**config.mk**
```make
export PLATFORM = sky130hd
export DESIGN_NAME = vfw_ctrl_regs
export DESIGN_NICKNAME = d
export VERILOG_FILES = /design/src/rtl/vfw_ctrl_pkg.sv /design/src/rtl/vfw_shadow_cfg.sv /design/src/rtl/vfw_field_track.sv /design/src/rtl/vfw_irq_ctrl.sv /design/src/rtl/vfw_ctrl_regs.sv
export SDC_FILE = /design/constraint.sdc
export NUM_CORES = 1
export LEC_CHECK = 0
export BUFFER_PORTS_ARGS = -buffer_cell sky130_fd_sc_hd__buf_4
export CAP_MARGIN = 20
export CORE_UTILIZATION = 50
export CTS_CLUSTER_SIZE = 24
export DETAILED_ROUTE_END_ITERATION = 12
export PLACE_DENSITY_LB_ADDON = 0.3
export SYNTH_ARGS = -nofsm -noshare
export SYNTH_HDL_FRONTEND = slang
export SYNTH_SLANG_ARGS = --single-unit
export TNS_END_PERCENT = 30
```
**constraint.sdc**
```tcl
create_clock -name clk -period 6 [get_ports clk]
set_input_delay 0.6 -clock clk [delete_from_list [all_inputs] [get_ports clk]]
set_output_delay 0.6 -clock clk [all_outputs]
set_load 0.05 [all_outputs]
```
**src/rtl/vfw_ctrl_pkg.sv**
```systemverilog
package vfw_ctrl_pkg;

    localparam int unsigned BUFCNT_W = 24;
    localparam logic [31:0] ID_WORD = 32'h5A17_03C1;

    // register byte offsets
    localparam int unsigned A_ID      = 'h00;
    localparam int unsigned A_STAT    = 'h04;
    localparam int unsigned A_IRQ_EN  = 'h08;
    localparam int unsigned A_IRQ_FLG = 'h0C;
    localparam int unsigned A_RUN     = 'h10;
    localparam int unsigned A_BUFCNT  = 'h14;
    localparam int unsigned A_BASE    = 'h18;
    localparam int unsigned A_BSTRIDE = 'h1C;
    localparam int unsigned A_LSTRIDE = 'h20;
    localparam int unsigned A_MARK    = 'h24;
    localparam int unsigned A_COMMIT  = 'h28;
    localparam int unsigned A_ACK     = 'h2C;
    localparam int unsigned A_AVAIL   = 'h30;
    localparam int unsigned A_INF_ADR = 'h34;
    localparam int unsigned A_INF_WID = 'h38;
    localparam int unsigned A_INF_HGT = 'h3C;
    localparam int unsigned A_INF_F1  = 'h40;
    localparam int unsigned A_WRCOUNT = 'h44;

    typedef struct packed {
        logic [1:0]          run_mode;
        logic [BUFCNT_W-1:0] buf_count;
        logic [31:0]         base;
        logic [31:0]         buf_stride;
        logic [31:0]         line_stride;
    } cfg_t;

    typedef enum logic [2:0] {
        SEL_RUN,
        SEL_COUNT,
        SEL_BASE,
        SEL_BSTRIDE,
        SEL_LSTRIDE
    } stage_sel_e;

endpackage

```
**src/rtl/vfw_shadow_cfg.sv**
```systemverilog
module vfw_shadow_cfg
    import vfw_ctrl_pkg::*;
(
    input  logic        clk,
    input  logic        rst_n,
    input  logic        stage_wr,
    input  stage_sel_e  stage_sel,
    input  logic [31:0] wdata,
    input  logic        commit_wr,
    input  logic        engine_busy,
    input  logic        sof,
    output cfg_t        shadow,
    output cfg_t        active,
    output logic        pending
);

    typedef struct packed {
        cfg_t shadow;
        cfg_t active;
        logic pending;
        logic armed;
    } state_t;

    state_t st_d, st_q;
    logic   apply_now;

    always_comb begin
        st_d      = st_q;
        apply_now = (commit_wr && !engine_busy) || (sof && st_q.armed);

        if (commit_wr && engine_busy) begin
            st_d.armed = 1'b1;
        end

        if (apply_now) begin
            st_d.active  = st_q.shadow;
            st_d.pending = 1'b0;
            st_d.armed   = 1'b0;
        end

        if (stage_wr) begin
            st_d.pending = 1'b1;
            case (stage_sel)
                SEL_RUN:     st_d.shadow.run_mode    = wdata[1:0];
                SEL_COUNT:   st_d.shadow.buf_count   = wdata[BUFCNT_W-1:0];
                SEL_BASE:    st_d.shadow.base        = wdata;
                SEL_BSTRIDE: st_d.shadow.buf_stride  = wdata;
                SEL_LSTRIDE: st_d.shadow.line_stride = wdata;
                default:     st_d.pending            = st_q.pending;
            endcase
        end
    end

    always_ff @(posedge clk or negedge rst_n) begin
        if (!rst_n) begin
            st_q <= '0;
        end else begin
            st_q <= st_d;
        end
    end

    assign shadow  = st_q.shadow;
    assign active  = st_q.active;
    assign pending = st_q.pending;

endmodule

```
**src/rtl/vfw_field_track.sv**
```systemverilog
module vfw_field_track #(
    parameter int unsigned DIM_W = 16,
    parameter int unsigned CNT_W = 32
) (
    input  logic             clk,
    input  logic             rst_n,
    input  logic             sof,
    input  logic             eof,
    input  logic             ack_wr,
    input  logic             commit_wr,
    input  logic [31:0]      fld_addr,
    input  logic [DIM_W-1:0] fld_width,
    input  logic [DIM_W-1:0] fld_height,
    input  logic             fld_f1,
    output logic             busy,
    output logic             avail,
    output logic [31:0]      info_addr,
    output logic [DIM_W-1:0] info_width,
    output logic [DIM_W-1:0] info_height,
    output logic             info_f1,
    output logic [CNT_W-1:0] wr_count
);

    typedef struct packed {
        logic             busy;
        logic             avail;
        logic [31:0]      addr;
        logic [DIM_W-1:0] width;
        logic [DIM_W-1:0] height;
        logic             f1;
        logic [CNT_W-1:0] count;
    } state_t;

    state_t st_d, st_q;

    always_comb begin
        st_d = st_q;

        if (sof) st_d.busy = 1'b1;
        if (eof) st_d.busy = 1'b0;

        if (ack_wr) st_d.avail = 1'b0;
        if (eof && (!st_q.avail || ack_wr)) begin
            st_d.avail  = 1'b1;
            st_d.addr   = fld_addr;
            st_d.width  = fld_width;
            st_d.height = fld_height;
            st_d.f1     = fld_f1;
        end

        if (eof) st_d.count = st_q.count + 1'b1;
        if (commit_wr) st_d.count = '0;
    end

    always_ff @(posedge clk or negedge rst_n) begin
        if (!rst_n) begin
            st_q <= '0;
        end else begin
            st_q <= st_d;
        end
    end

    assign busy        = st_q.busy;
    assign avail       = st_q.avail;
    assign info_addr   = st_q.addr;
    assign info_width  = st_q.width;
    assign info_height = st_q.height;
    assign info_f1     = st_q.f1;
    assign wr_count    = st_q.count;

endmodule

```
**src/rtl/vfw_irq_ctrl.sv**
```systemverilog
module vfw_irq_ctrl #(
    parameter int unsigned LINE_W = 16
) (
    input  logic              clk,
    input  logic              rst_n,
    input  logic              en_wr,
    input  logic              clr_wr,
    input  logic              mark_wr,
    input  logic [31:0]       wdata,
    input  logic              field_done,
    input  logic              line_done,
    input  logic [LINE_W-1:0] line_idx,
    output logic [1:0]        irq_en,
    output logic [1:0]        irq_flags,
    output logic [LINE_W-1:0] line_mark,
    output logic              irq
);

    typedef struct packed {
        logic [1:0]        en;
        logic [1:0]        flags;
        logic [LINE_W-1:0] mark;
    } state_t;

    state_t st_d, st_q;

    always_comb begin
        st_d = st_q;
        if (en_wr)   st_d.en    = wdata[1:0];
        if (mark_wr) st_d.mark  = wdata[LINE_W-1:0];
        if (clr_wr)  st_d.flags = st_q.flags & ~wdata[1:0];
        if (field_done && st_q.en[0]) st_d.flags[0] = 1'b1;
        if (line_done && st_q.en[1] && (line_idx == st_q.mark)) st_d.flags[1] = 1'b1;
    end

    always_ff @(posedge clk or negedge rst_n) begin
        if (!rst_n) begin
            st_q <= '0;
        end else begin
            st_q <= st_d;
        end
    end

    assign irq_en    = st_q.en;
    assign irq_flags = st_q.flags;
    assign line_mark = st_q.mark;
    assign irq       = |(st_q.flags & st_q.en);

endmodule

```
**src/rtl/vfw_ctrl_regs.sv**
```systemverilog
module vfw_ctrl_regs
    import vfw_ctrl_pkg::*;
#(
    parameter int unsigned ADDR_W = 8,
    parameter int unsigned DIM_W  = 16,
    parameter int unsigned LINE_W = 16
) (
    input  logic                clk,
    input  logic                rst_n,
    input  logic                reg_wr,
    input  logic [ADDR_W-1:0]   reg_addr,
    input  logic [31:0]         reg_wdata,
    output logic [31:0]         reg_rdata,
    input  logic                fld_sof,
    input  logic                fld_eof,
    input  logic                line_done,
    input  logic [LINE_W-1:0]   line_idx,
    input  logic [31:0]         fld_addr,
    input  logic [DIM_W-1:0]    fld_width,
    input  logic [DIM_W-1:0]    fld_height,
    input  logic                fld_f1,
    output logic [1:0]          act_run_mode,
    output logic [BUFCNT_W-1:0] act_buf_count,
    output logic [31:0]         act_base,
    output logic [31:0]         act_buf_stride,
    output logic [31:0]         act_line_stride,
    output logic                irq
);

    localparam int unsigned CNT_W = 32;

    // write decode
    logic       stage_wr, commit_wr, ack_wr, en_wr, clr_wr, mark_wr;
    stage_sel_e stage_sel;

    function automatic logic hit(input logic [ADDR_W-1:0] a, input int unsigned off);
        return a == ADDR_W'(off);
    endfunction

    always_comb begin
        stage_sel = SEL_RUN;
        stage_wr  = 1'b0;
        if (reg_wr) begin
            if (hit(reg_addr, A_RUN))     begin stage_wr = 1'b1; stage_sel = SEL_RUN;     end
            if (hit(reg_addr, A_BUFCNT))  begin stage_wr = 1'b1; stage_sel = SEL_COUNT;   end
            if (hit(reg_addr, A_BASE))    begin stage_wr = 1'b1; stage_sel = SEL_BASE;    end
            if (hit(reg_addr, A_BSTRIDE)) begin stage_wr = 1'b1; stage_sel = SEL_BSTRIDE; end
            if (hit(reg_addr, A_LSTRIDE)) begin stage_wr = 1'b1; stage_sel = SEL_LSTRIDE; end
        end
    end

    assign commit_wr = reg_wr && hit(reg_addr, A_COMMIT);
    assign ack_wr    = reg_wr && hit(reg_addr, A_ACK);
    assign en_wr     = reg_wr && hit(reg_addr, A_IRQ_EN);
    assign clr_wr    = reg_wr && hit(reg_addr, A_IRQ_FLG);
    assign mark_wr   = reg_wr && hit(reg_addr, A_MARK);

    cfg_t              shadow_w, active_w;
    logic              pending_w, busy_w, avail_w, info_f1_w;
    logic [31:0]       info_addr_w;
    logic [DIM_W-1:0]  info_width_w, info_height_w;
    logic [CNT_W-1:0]  wr_count_w;
    logic [1:0]        irq_en_w, irq_flags_w;
    logic [LINE_W-1:0] line_mark_w;

    vfw_shadow_cfg u_shadow (
        .clk         (clk),
        .rst_n       (rst_n),
        .stage_wr    (stage_wr),
        .stage_sel   (stage_sel),
        .wdata       (reg_wdata),
        .commit_wr   (commit_wr),
        .engine_busy (busy_w),
        .sof         (fld_sof),
        .shadow      (shadow_w),
        .active      (active_w),
        .pending     (pending_w)
    );

    vfw_field_track #(.DIM_W(DIM_W), .CNT_W(CNT_W)) u_field (
        .clk         (clk),
        .rst_n       (rst_n),
        .sof         (fld_sof),
        .eof         (fld_eof),
        .ack_wr      (ack_wr),
        .commit_wr   (commit_wr),
        .fld_addr    (fld_addr),
        .fld_width   (fld_width),
        .fld_height  (fld_height),
        .fld_f1      (fld_f1),
        .busy        (busy_w),
        .avail       (avail_w),
        .info_addr   (info_addr_w),
        .info_width  (info_width_w),
        .info_height (info_height_w),
        .info_f1     (info_f1_w),
        .wr_count    (wr_count_w)
    );

    vfw_irq_ctrl #(.LINE_W(LINE_W)) u_irq (
        .clk        (clk),
        .rst_n      (rst_n),
        .en_wr      (en_wr),
        .clr_wr     (clr_wr),
        .mark_wr    (mark_wr),
        .wdata      (reg_wdata),
        .field_done (fld_eof),
        .line_done  (line_done),
        .line_idx   (line_idx),
        .irq_en     (irq_en_w),
        .irq_flags  (irq_flags_w),
        .line_mark  (line_mark_w),
        .irq        (irq)
    );

    // read mux
    always_comb begin
        reg_rdata = '0;
        if (hit(reg_addr, A_ID))      reg_rdata = ID_WORD;
        if (hit(reg_addr, A_STAT))    reg_rdata = {30'd0, pending_w, busy_w};
        if (hit(reg_addr, A_IRQ_EN))  reg_rdata = {30'd0, irq_en_w};
        if (hit(reg_addr, A_IRQ_FLG)) reg_rdata = {30'd0, irq_flags_w};
        if (hit(reg_addr, A_RUN))     reg_rdata = {30'd0, shadow_w.run_mode};
        if (hit(reg_addr, A_BUFCNT))  reg_rdata = 32'(shadow_w.buf_count);
        if (hit(reg_addr, A_BASE))    reg_rdata = shadow_w.base;
        if (hit(reg_addr, A_BSTRIDE)) reg_rdata = shadow_w.buf_stride;
        if (hit(reg_addr, A_LSTRIDE)) reg_rdata = shadow_w.line_stride;
        if (hit(reg_addr, A_MARK))    reg_rdata = 32'(line_mark_w);
        if (hit(reg_addr, A_AVAIL))   reg_rdata = {31'd0, avail_w};
        if (hit(reg_addr, A_INF_ADR)) reg_rdata = info_addr_w;
        if (hit(reg_addr, A_INF_WID)) reg_rdata = 32'(info_width_w);
        if (hit(reg_addr, A_INF_HGT)) reg_rdata = 32'(info_height_w);
        if (hit(reg_addr, A_INF_F1))  reg_rdata = {31'd0, info_f1_w};
        if (hit(reg_addr, A_WRCOUNT)) reg_rdata = wr_count_w;
    end

    assign act_run_mode    = active_w.run_mode;
    assign act_buf_count   = active_w.buf_count;
    assign act_base        = active_w.base;
    assign act_buf_stride  = active_w.buf_stride;
    assign act_line_stride = active_w.line_stride;

endmodule

```
==> summary.md, run 1 <==
| Metric | Value |
|---|---|
| CTS tree | yes |
| NetSw | 1.559 mW |
| Antenna viol nets, final | 0 |
| Nets | 1,656 |
| Worst path cell trace | buf_4 -> or4b_1 -> nor3_4 -> buf_4 -> a22oi_1 -> a21oi_1 -> buf_4 |
| Root Buffer | clkbuf_16 |
| Mapped Nets | 1,512 |
| Overall Global Routing Usage | 25.60% |
| Crit-path max FO | 44 |
| CTS Hold Bufs | 0 |
| R2r endpoint | u_field.wr_count[28] |
| Synth Flop Type | dfrtp_1 |
| Die span in x | 188.4 um |
| Post-CTS sizing | 0 |
| Cells after Synth | 1,384 |
| Power per cell area | 294.0 nW/um2 |
| Worst path max stage delay | 0.86 ns |
| Clock share of power | 40.6% |
| RSZ-0062 raised after global routing | false |
| Clk buf depth | 3 |
| Hold Fails Final Rpt | 0 |
| Hold WS | 0.1666 ns |
| Num rows | 67 |
| H-tree lvl count | 2 |
| Yosys warns | 0 |
| Final cycle utilization of the critical path | 66.56% |
| Fin cells | 2,002 |
| Final Max Slew Viols | 0 |
| Setup violators final | 0 |
| FF-to-FF setup slack | 3.61 ns |
| Critical Path Most Common Cell | buf_4 |
| Skew final | 0.02290 ns |
| R2r worst-path depth | 6 |
| Peak supply drop | 0.0001653 V |
| Grt total ovfl | 0 |
| Leakage | 10.13 nW |
| Post-synthesis cell area | 17,360 um2 |
| Reg-to-reg startpoint | u_field.wr_count[1] |
| WL per Instance | 22.56 um |
| Placer Congestion | 0.8762 |
| First-pass GRT wire length | 70,150 um |
| Hold Crit Class | in2async |
| Max Freq | 0.2504 GHz |
| Combinational share of power | 12.7% |
| Pin count of the biggest net entering global routing | 127 |
| DIE AREA | 35,480 um2 |
| DP Worst Slack | 1.955 ns |
| Clock latency on the worst-skew pair | 0.53 ns |
| Detailed Route Iter0 Violations | 775 |
| Critical path type | in2out |
| Port Buffers | 281 |
| Initial antenna violation count | 0 |
| Vias post-DR | 11,600 |
| Status | complete, no violations |
| P&R area growth vs syn | 16.85% |
| Via-to-Cell Ratio | 5.793 |
| Setup TNS | 0 ns |
| Switching share of total power | 26.12% |
| Sequential-to-total area share from yosys stat | 52.60% |
| Critical Path AT | 3.39 ns |
| Setup Fix Bufs, Post-CTS | 0 |
| Worst slew pin tran | 0.9544 ns |
| Footprint of the multi-input gates | 6969 um2 |
| Crit-path slowest cell | or4b_1 |
| Top-level I/O count | 282 |
| Slack of the critical path | 2.006 ns |
| Vias in the first global route | 11,720 |
| Placed cells | 1,932 |
| Mean Syn Cell Area | 12.55 um2 |
| Reg clk slew, reported paths | 0.06 ns |
| Core area | 33,870 um2 |
| Routed wire length | 45,170 um |
| Cell internal pwr | 4.408 mW |
| Worst setup EP type | output pin |
| Chip height | 188.4 um |
| Sequential cell area | 9134 um2 |
| Reg power frac | 46.7% |
| Ys async rst share | 100.0% |
| Seq cells post-synth | 365 |
| Sink Count | 365 |
| MaxCap Viol Count | 0 |
| Pre-Repair DR Iteration Count | 6 |
| Share of cells above drive strength 1 | 47.04% |
| Post-synthesis cell type count | 60 |
| Number of synthesized flops with an enable pin | 0 |
| Fill count | 2,746 |
| Slew headroom | 36.37% |
| Detailed Place HPWL | 30,780 um |
| # diodes | 0 |
| Setup crit start kind | primary input |
| Post-route DRC violation count | 0 |
| Critical path required time | 5.40 ns |
| Min Tclk post-route | 3.994 ns |
| Initial Util | 51.27% |
| TritonCTS buffer count | 39 |
-- per-stage QoR --
stage          util (%)  area (um2)  power (mW)
2_1_floorplan         -       17360       3.331
3_3_place_gp      55.97       18960       3.570
3_5_place_dp      55.97       18960       3.591
4_1_cts           59.77       20240       6.011
5_1_grt           59.91       20290       6.189
6_report          59.91       20290       5.966
-- power groups by stage --
stage	combinational, mW	sequential (mW)	clock [mW]
floorplan	0.562	2.77	0
global placement	0.746	2.82	0
detailed placement	0.761	2.83	0
CTS	0.765	2.79	2.46
global route	0.811	2.81	2.57
finish	0.756	2.79	2.42
-- cell type report --
cell class                      instances  area share [%]
Tap cell                              448           2.763
Clock buffer                           59           5.870
Multi-Input combinational cell        813           34.35
Clock inverter                          8          0.4748
Inverter                               10          0.1850
Sequential cell                       365           45.01
Timing Repair Buffer                  299           11.35
-- registers in the layout, indices dropped and copies added (netlist names) --
name and count:
u_field.avail 1, u_field.busy 1, u_field.info_addr 32, u_field.info_f1 1
u_field.info_height 16, u_field.info_width 16, u_field.wr_count 32, u_irq.irq_en 2
u_irq.irq_flags 2, u_irq.line_mark 16, u_shadow.active 122, u_shadow.pending 1
u_shadow.shadow 122, u_shadow.st_q 1
-- synth_stat cells, types with 2 or more instances --
| library cell | count | area, um2 |
|---|---|---|
| o211ai_1 | 4 | 30.03 |
| and3_1 | 9 | 56.30 |
| nor2_1 | 51 | 191.4 |
| nor4_1 | 7 | 43.79 |
| and4_1 | 4 | 35.03 |
| mux2i_1 | 15 | 150.1 |
| buf_6 | 3 | 33.78 |
| or3b_2 | 2 | 17.52 |
| buf_1 | 11 | 41.29 |
| a22o_1 | 7 | 61.31 |
| buf_4 | 128 | 960.9 |
| nor3_2 | 2 | 20.02 |
| or3_1 | 4 | 25.02 |
| and2_1 | 4 | 25.02 |
| nand2_1 | 75 | 281.5 |
| a222oi_1 | 4 | 40.04 |
| dfrtp_1 | 365 | 9134 |
| o31ai_1 | 5 | 37.54 |
| mux2_2 | 320 | 3603 |
| nor4b_1 | 2 | 17.52 |
| nand2_2 | 2 | 12.51 |
| or4b_1 | 2 | 20.02 |
| nor2b_1 | 3 | 18.77 |
| xnor2_1 | 10 | 87.58 |
| or4_1 | 5 | 37.54 |
| o22ai_1 | 20 | 125.1 |
| nand3_1 | 30 | 150.1 |
| o2bb2ai_1 | 2 | 17.52 |
| o21ai_0 | 21 | 105.1 |
| nand2b_1 | 3 | 18.77 |
| a221o_1 | 5 | 50.05 |
| inv_1 | 10 | 37.54 |
| xor2_1 | 30 | 262.8 |
| nor3_1 | 12 | 60.06 |
| a221oi_1 | 8 | 70.07 |
| mux2_4 | 30 | 450.4 |
| buf_2 | 28 | 140.1 |
| nand4_1 | 16 | 100.1 |
| a22oi_1 | 42 | 315.3 |
| clkbuf_1 | 25 | 93.84 |
| a21oi_1 | 39 | 195.2 |
-- critical path: cells and delay by family --
kind | cells | cell delay (ns)
AOI/OAI and AO/OA | 2 | 0.38
buffers and inverters | 3 | 0.95
and+or+nand+nor | 2 | 1.44
-- routing by layer --
layer	routed length (um)	global-route usage [%]	up-vias
li1	-	-	5167
met1	19390	35.34	5937
met3	3366	5.886	67
met2	21430	40.70	427
met5	0	0	-
met4	986	6.793	0
-- cells by family after synthesis --
group / synth area share [%]
buffers and inverters: 7.559
adder cells (fa/ha/maj): 0.07204
XOR/XNOR: 2.018
AO/OA/AOI/OAI: 6.377
flip-flops: 52.60
multiplexers: 24.21
AND/OR/NAND/NOR: 7.162
-- how the worst max path moves through the flow --
stage / from / endpoint / slack (ns)
final: reg_addr[3] / reg_rdata[1] / 2.01
after global routing: reg_addr[3] / reg_rdata[1] / 1.90
after CTS: reg_addr[3] / reg_rdata[1] / 1.95
after detailed placement: reg_addr[3] / reg_rdata[1] / 1.95
after global placement: reg_addr[3] / reg_rdata[1] / 1.95
after floorplan: reg_addr[6] / reg_rdata[1] / 2.73
-- layout by cell type (no fill, tap or decap), drive strengths merged, types with 10 or more instances in the layout --
cell type  count
xnor2         10
nor3          15
clkbuf        59
a21oi         39
xor2          30
a22oi         42
nand3         31
o21ai         22
dfrtp        365
mux2i         15
inv           11
o22ai         20
mux2         350
nand4         16
nand2         77
buf          299
nor2          53
(Power assumes the default switching activity.)
==> run 2: changes to the inputs <==
Clock period 6 ns to 3.7 ns, I/O delays scaled along.
==> run 2 against run 1 <==
Against the previous run:
- global-route usage rose by 0.55 points
- sequential cell count did not move
- worst hold slack got worse by 0.099 ns
- largest power group unchanged
- critical endpoint unchanged
- final cell count rose by 0.85%
- register-to-register slack got worse by 2.3 ns
==> summary.md, run 2 (synthesized netlist as in run 1, its figures left out) <==
| Metric | Value |
|---|---|
| Status | complete, no violations (unchanged) |
| MaxCap Viol Count | 0 (unchanged) |
| Post-route DRC violation count | 0 (unchanged) |
| Setup crit start kind | primary input (unchanged) |
| Critical Path Most Common Cell | buf_4 (unchanged) |
| DIE AREA | 35,480 um2 (unchanged) |
| Hold path start | fld_addr[10] |
| Crit-path slowest cell | or4b_1 (unchanged) |
| Core area | 33,870 um2 (unchanged) |
| Leakage | 10.26 nW (was 10.13 nW) |
| Pin count of the biggest net entering global routing | 104 (was 127) |
| Detailed Place HPWL | 31,910 um (was 30,780 um) |
| H-tree lvl count | 2 (unchanged) |
| Final cycle utilization of the critical path | 82.58% |
| Peak supply drop | 0.0003383 V (was 0.0001653 V) |
| RSZ-0062 raised after global routing | false (unchanged) |
| Overall Global Routing Usage | 26.15% (was 25.60%) |
| Tot Pwr | 10.01 mW (was 5.966 mW) |
| Final Max Slew Viols | 0 (unchanged) |
| Critical path required time | 3.33 ns (was 5.40 ns) |
| Chip height | 188.4 um (unchanged) |
| R2r endpoint | u_field.wr_count[30] (was u_field.wr_count[28]) |
| Worst hold path stage count | 2 |
| Sink Count | 365 (unchanged) |
| Setup violators final | 0 (unchanged) |
| Die span in x | 188.4 um (unchanged) |
| Worst setup EP type | output pin (unchanged) |
| Hold endpoint | u_field.info_addr[10] |
| Area post-placement | 19,090 um2 (was 18,960 um2) |
| Reg clk slew, reported paths | 0.06 ns (about the same) |
| Skew final | 0.02068 ns (was 0.02290 ns) |
| Vias post-DR | 11,680 (was 11,600) |
| Hold Crit Class | in2reg (was in2async) |
| Max Freq | 0.3273 GHz |
| Initial antenna violation count | 0 (unchanged) |
| First-pass GRT wire length | 71,260 um (was 70,150 um) |
| R2r worst-path depth | 6 (unchanged) |
| Critical Path AT | 2.69 ns (was 3.39 ns) |
| Worst slew pin tran | 0.9623 ns (was 0.9544 ns) |
| Worst path max stage delay | 0.85 ns (was 0.86 ns) |
| Share of cells above drive strength 1 | 47.68% (was 47.04%) |
| Clk buf depth | 3 (unchanged) |
| Pre-Repair DR Iteration Count | 8 (was 6) |
| Worst path cell trace | buf_4 -> or4b_1 -> nor3_4 -> buf_4 -> a22oi_1 -> a21oi_1 -> buf_4 (unchanged) |
| WL per Instance | 22.95 um (was 22.56 um) |
| Hold Fails Final Rpt | 0 (unchanged) |
| # diodes | 0 (unchanged) |
| Power per cell area | 487.8 nW/um2 (was 294.0 nW/um2) |
| Crit-path max FO | 29 (was 44) |
| Critical path type | in2out (unchanged) |
| P&R area growth vs syn | 18.18% (was 16.85%) |
| Via-to-Cell Ratio | 5.787 (was 5.793) |
| Fill count | 2,750 (was 2,746) |
| Setup TNS | 0 ns (unchanged) |
| Min Tclk post-route | 3.055 ns |
| FF-to-FF setup slack | 1.32 ns (was 3.61 ns) |
| Num rows | 67 (unchanged) |
| Most frequent cells in the layout | dfrtp_1, mux2_2, buf_4 (unchanged) |
| Initial Util | 51.27% (unchanged) |
| Vias in the first global route | 12,140 (was 11,720) |
| Reg-to-reg startpoint | u_field.wr_count[1] (unchanged) |
| Routed wire length | 46,330 um (was 45,170 um) |
| Finished Cell Area | 20,520 um2 (was 20,290 um2) |
| Clock latency on the worst-skew pair | 0.53 ns (about the same) |
| Nets | 1,669 (was 1,656) |
| TritonCTS buffer count | 40 (was 39) |
| Placer Congestion | 0.9152 (was 0.8762) |
| Top-level I/O count | 282 (unchanged) |
| Slew headroom | 35.84% (was 36.37%) |
| Root Buffer | clkbuf_16 (unchanged) |
| Antenna viol nets, final | 0 (unchanged) |
| Port Buffers | 281 (unchanged) |
| Grt total ovfl | 0 (unchanged) |
| Commonest non-fill, non-tap cell in the layout | dfrtp_1 (unchanged) |
| Detailed Route Iter0 Violations | 903 (was 775) |
| CTS tree | yes (unchanged) |
## run 2: worst max-delay path by stage
| stage | startpoint | slack [ns] | to | cells past startpoint |
|---|---|---|---|---|
| 2_1_floorplan | reg_addr[6] | 0.89 | reg_rdata[1] | 7 |
| 3_3_place_gp | reg_addr[3] | 0.64 | reg_rdata[1] | 7 |
| 3_5_place_dp | reg_addr[3] | 0.61 | reg_rdata[1] | 7 |
| 4_1_cts | reg_addr[3] | 0.61 | reg_rdata[1] | 7 |
| 5_1_grt | reg_addr[3] | 0.57 | reg_rdata[1] | 7 |
| 6_report | reg_addr[3] | 0.64 | reg_rdata[1] | 7 |
## run 2: routing by layer
| metal | wire [um] | track usage [%] |
|---|---|---|
| met2 | 21780 | 41.91 |
| met4 | 1593 | 9.770 |
| met1 | 19580 | 35.20 |
| met3 | 3372 | 5.234 |
| met5 | 0 | 0 |
## run 2: repair_timing
action | 4_1_cts | 5_1_grt
buffers inserted | 0 | 0
endpoints found under the hold margin | 95 | 0
hold buffers | 1 | 0
resized for setup | 0 | 0
## run 2: report_power, final
part | switching (mW) | internal, mW | leakage [nW]
Clock | 1.62 | 2.61 | 0.711
Combinational | 0.727 | 0.523 | 4.62
Sequential | 0.252 | 4.28 | 4.92
Total | 2.59 | 7.41 | 10.3
## run 2: critical path, delay by kind of cell
family          cells  cell delay (ns)
buf+inv             3             0.82
compound gates      2             0.36
simple gates        2             1.11
## run 2: cell type report
type / count / area (um2) / area share [%]
Sequential cell: 365 / 9134 / 44.51
Multi-Input combinational cell: 813 / 6969 / 33.96
Timing Repair Buffer: 311 / 2395 / 11.67
Clock buffer: 59 / 1245 / 6.067
Tap cell: 448 / 560.5 / 2.732
Clock inverter: 13 / 180.2 / 0.8780
Inverter: 10 / 37.54 / 0.1829
## run 2: metrics by stage
step                      worst slack [ns]  hold slack [ns]  instances  utilization (%)
final                               0.6445          0.06767       2019            60.59
after floorplan                     0.8936          0.07441       1384                -
after global placement              0.6365           0.4585       1946            56.35
after global routing                0.5733          0.04811       2019            60.59
after CTS                           0.6093          0.04999       2019            60.59
after detailed placement            0.6088           0.4648       1946            56.35
==> run 3: changes to the inputs <==
Clock period 3.7 ns to 2.8 ns, I/O delays scaled along.
==> run 3 against run 2 <==
Against the previous run:
- non-clock buffer count increased by 86
- count of clock-buffer cells in the layout decreased by 2
- combinational power increased by 41%
- sequential cell count unchanged
- die area unchanged
- clock power increased by 19%
- cell area increased by 3.6%
- routed wire length increased by 1.7%
- clock skew decreased by 0.0083 ns
- sequential share of layout area decreased by 1.5 points
- final cell count increased by 4.0%
- core utilization increased by 2.2 points
- critical path type is now reg2out
- highest routed layer is now met5
==> summary.md, run 3 (synthesized netlist as in run 1, its figures left out) <==
| Metric | Value |
|---|---|
| Status | complete, no violations (unchanged) |
| Clk buf depth | 3 (unchanged) |
| Most frequent cells in the layout | dfrtp_1, mux2_2, buf_4 (unchanged) |
| Hold endpoint | u_field.info_addr[0] (was u_field.info_addr[10]) |
| Hold path start | fld_addr[0] (was fld_addr[10]) |
| Hold Fails Final Rpt | 0 (unchanged) |
| Setup crit start kind | register (was primary input) |
| CTS tree | yes (unchanged) |
| Fill count | 2,659 (was 2,750) |
| Worst setup EP type | output pin (unchanged) |
| Setup violators final | 0 (unchanged) |
| Vias post-DR | 11,990 (was 11,680) |
| Die span in x | 188.4 um (unchanged) |
| Max Freq | 0.3839 GHz |
| Antenna viol nets, final | 0 (unchanged) |
| Grt total ovfl | 0 (unchanged) |
| TritonCTS buffer count | 40 (unchanged) |
| R2r endpoint | u_field.wr_count[28] (was u_field.wr_count[30]) |
| Fin cells | 2,100 (was 2,019) |
| Detailed Route Iter0 Violations | 764 (was 903) |
| Sink Count | 365 (unchanged) |
| Critical path required time | 2.52 ns (was 3.33 ns) |
| Footprint of the multi-input gates | 6969 um2 (unchanged) |
| Slack of the critical path | 0.1950 ns (was 0.6445 ns) |
| Peak supply drop | 0.0004474 V (was 0.0003383 V) |
| Root Buffer | clkbuf_16 (unchanged) |
| Share of cells above drive strength 1 | 46.15% (was 47.68%) |
| Worst hold path stage count | 2 (unchanged) |
| Final cycle utilization of the critical path | 93.03% |
| Hold WS | 0.01801 ns (was 0.06767 ns) |
| Post-route DRC violation count | 0 (unchanged) |
| Chip height | 188.4 um (unchanged) |
| Via-to-Cell Ratio | 5.711 (was 5.787) |
| R2r worst-path depth | 6 (unchanged) |
| Vias in the first global route | 12,460 (was 12,140) |
| Slew headroom | 51.48% (was 35.84%) |
| Sequential cell area | 9134 um2 (unchanged) |
| Skew final | 0.01236 ns (was 0.02068 ns) |
| Min Tclk post-route | 2.605 ns |
| DIE AREA | 35,480 um2 (unchanged) |
| RSZ-0062 raised after global routing | false (unchanged) |
| Top-level I/O count | 282 (unchanged) |
| Port Buffers | 281 (unchanged) |
| Core area | 33,870 um2 (unchanged) |
| Initial Util | 51.27% (unchanged) |
| Critical Path AT | 2.32 ns (was 2.69 ns) |
| Detailed Place HPWL | 32,760 um (was 31,910 um) |
| WL per Instance | 22.44 um (was 22.95 um) |
| Routed wire length | 47,120 um (was 46,330 um) |
| Leakage | 10.57 nW (was 10.26 nW) |
| Final Max Slew Viols | 0 (unchanged) |
| Setup Fix Bufs, Post-CTS | 0 (unchanged) |
| Finished Cell Area | 21,260 um2 (was 20,520 um2) |
| Reg-to-reg startpoint | u_field.wr_count[1] (unchanged) |
| Initial antenna violation count | 2 (was 0) |
| Commonest non-fill, non-tap cell in the layout | dfrtp_1 (unchanged) |
| Worst slew pin tran | 0.7223 ns (was 0.9623 ns) |
| Area post-placement | 19,330 um2 (was 19,090 um2) |
| Power per cell area | 601.2 nW/um2 (was 487.8 nW/um2) |
| DP Worst Slack | 0.2712 ns (was 0.6088 ns) |
| MaxCap Viol Count | 0 (unchanged) |
| Placed cells | 1,967 (was 1,946) |
| Setup TNS | 0 ns (unchanged) |
| Overall Global Routing Usage | 26.68% (was 26.15%) |
| Placer Congestion | 0.8898 (was 0.9152) |
| Clock latency on the worst-skew pair | 0.53 ns (about the same) |
| Reg clk slew, reported paths | 0.05 ns (was 0.06 ns) |
| P&R area growth vs syn | 22.44% (was 18.18%) |
| FF-to-FF setup slack | 0.47 ns (was 1.32 ns) |
| First-pass GRT wire length | 73,040 um (was 71,260 um) |
| Crit-path max FO | 3 (was 29) |
| Nets | 1,755 (was 1,669) |
| Hold Crit Class | in2reg (unchanged) |
| Num rows | 67 (unchanged) |
| H-tree lvl count | 2 (unchanged) |
| Critical path type | reg2out (was in2out) |
| Pin count of the biggest net entering global routing | 75 (was 104) |
| Pre-Repair DR Iteration Count | 4 (was 8) |
==> run 3: changes by cell type in the layout (fill, tap and decap cells not counted) <==
cell and change:
diode_2 +1, clkbuf_8 -2, buf_12 +7, clkinvlp_4 +1, buf_4 +14, bufinv_16 -3, clkinv_2 -3, clkbuf_1 +2
clkinv_4 -1, dlygate4sd3_1 +65, inv_6 +2, clkbuf_16 -2
==> run 3: per-stage QoR <==
step,total power [mW],utilization (%)
2_1_floorplan,7.137,-
3_3_place_gp,7.698,57.08
3_5_place_dp,7.740,57.08
4_1_cts,12.89,62.77
5_1_grt,13.27,62.78
6_report,12.78,62.78
==> run 3: how the worst max path moves through the flow <==
stage / cells past startpoint / startpoint / to
2_1_floorplan: 7 / reg_addr[6] / reg_rdata[1]
3_3_place_gp: 7 / reg_addr[3] / reg_rdata[20]
3_5_place_dp: 7 / reg_addr[3] / reg_rdata[20]
4_1_cts: 6 / u_shadow.shadow[34] / reg_rdata[2]
5_1_grt: 6 / u_shadow.shadow[34] / reg_rdata[2]
6_report: 6 / u_shadow.shadow[34] / reg_rdata[2]
==> run 3: area by class of cell <==
type,count,area share (%)
Antenna cell,1,0.01177
Clock buffer,57,5.526
Clock inverter,9,0.4296
Inverter,10,0.1766
Multi-Input combinational cell,813,32.78
Sequential cell,365,42.96
Tap cell,448,2.637
Timing Repair Buffer,397,15.48
==> run 3: where the power goes <==
part	total, mW	switching (mW)	internal [mW]
clock	5.04	2.04	3.00
combinational	1.76	0.990	0.768
sequential	5.98	0.324	5.66
==> run 3: what timing repair did <==
item	in CTS	in global routing
resized for setup	0	0
hold buffers	66	0
hold endpoints to repair	131	0
==> run 3: worst max-delay path: stages (launching register included) <==
cell,delay [ns]
dfrtp_1,0.39
mux2_2,0.29
a22oi_1,0.25
o22ai_1,0.14
a221oi_1,0.39
nand2_1,0.15
buf_4,0.22
==> run 3: routing by layer <==
layer / global-route usage [%] / routed length (um)
met1: 36.12 / 20070
met2: 43.46 / 22690
met3: 4.805 / 3008
met4: 8.840 / 1337
met5: 0 / 13
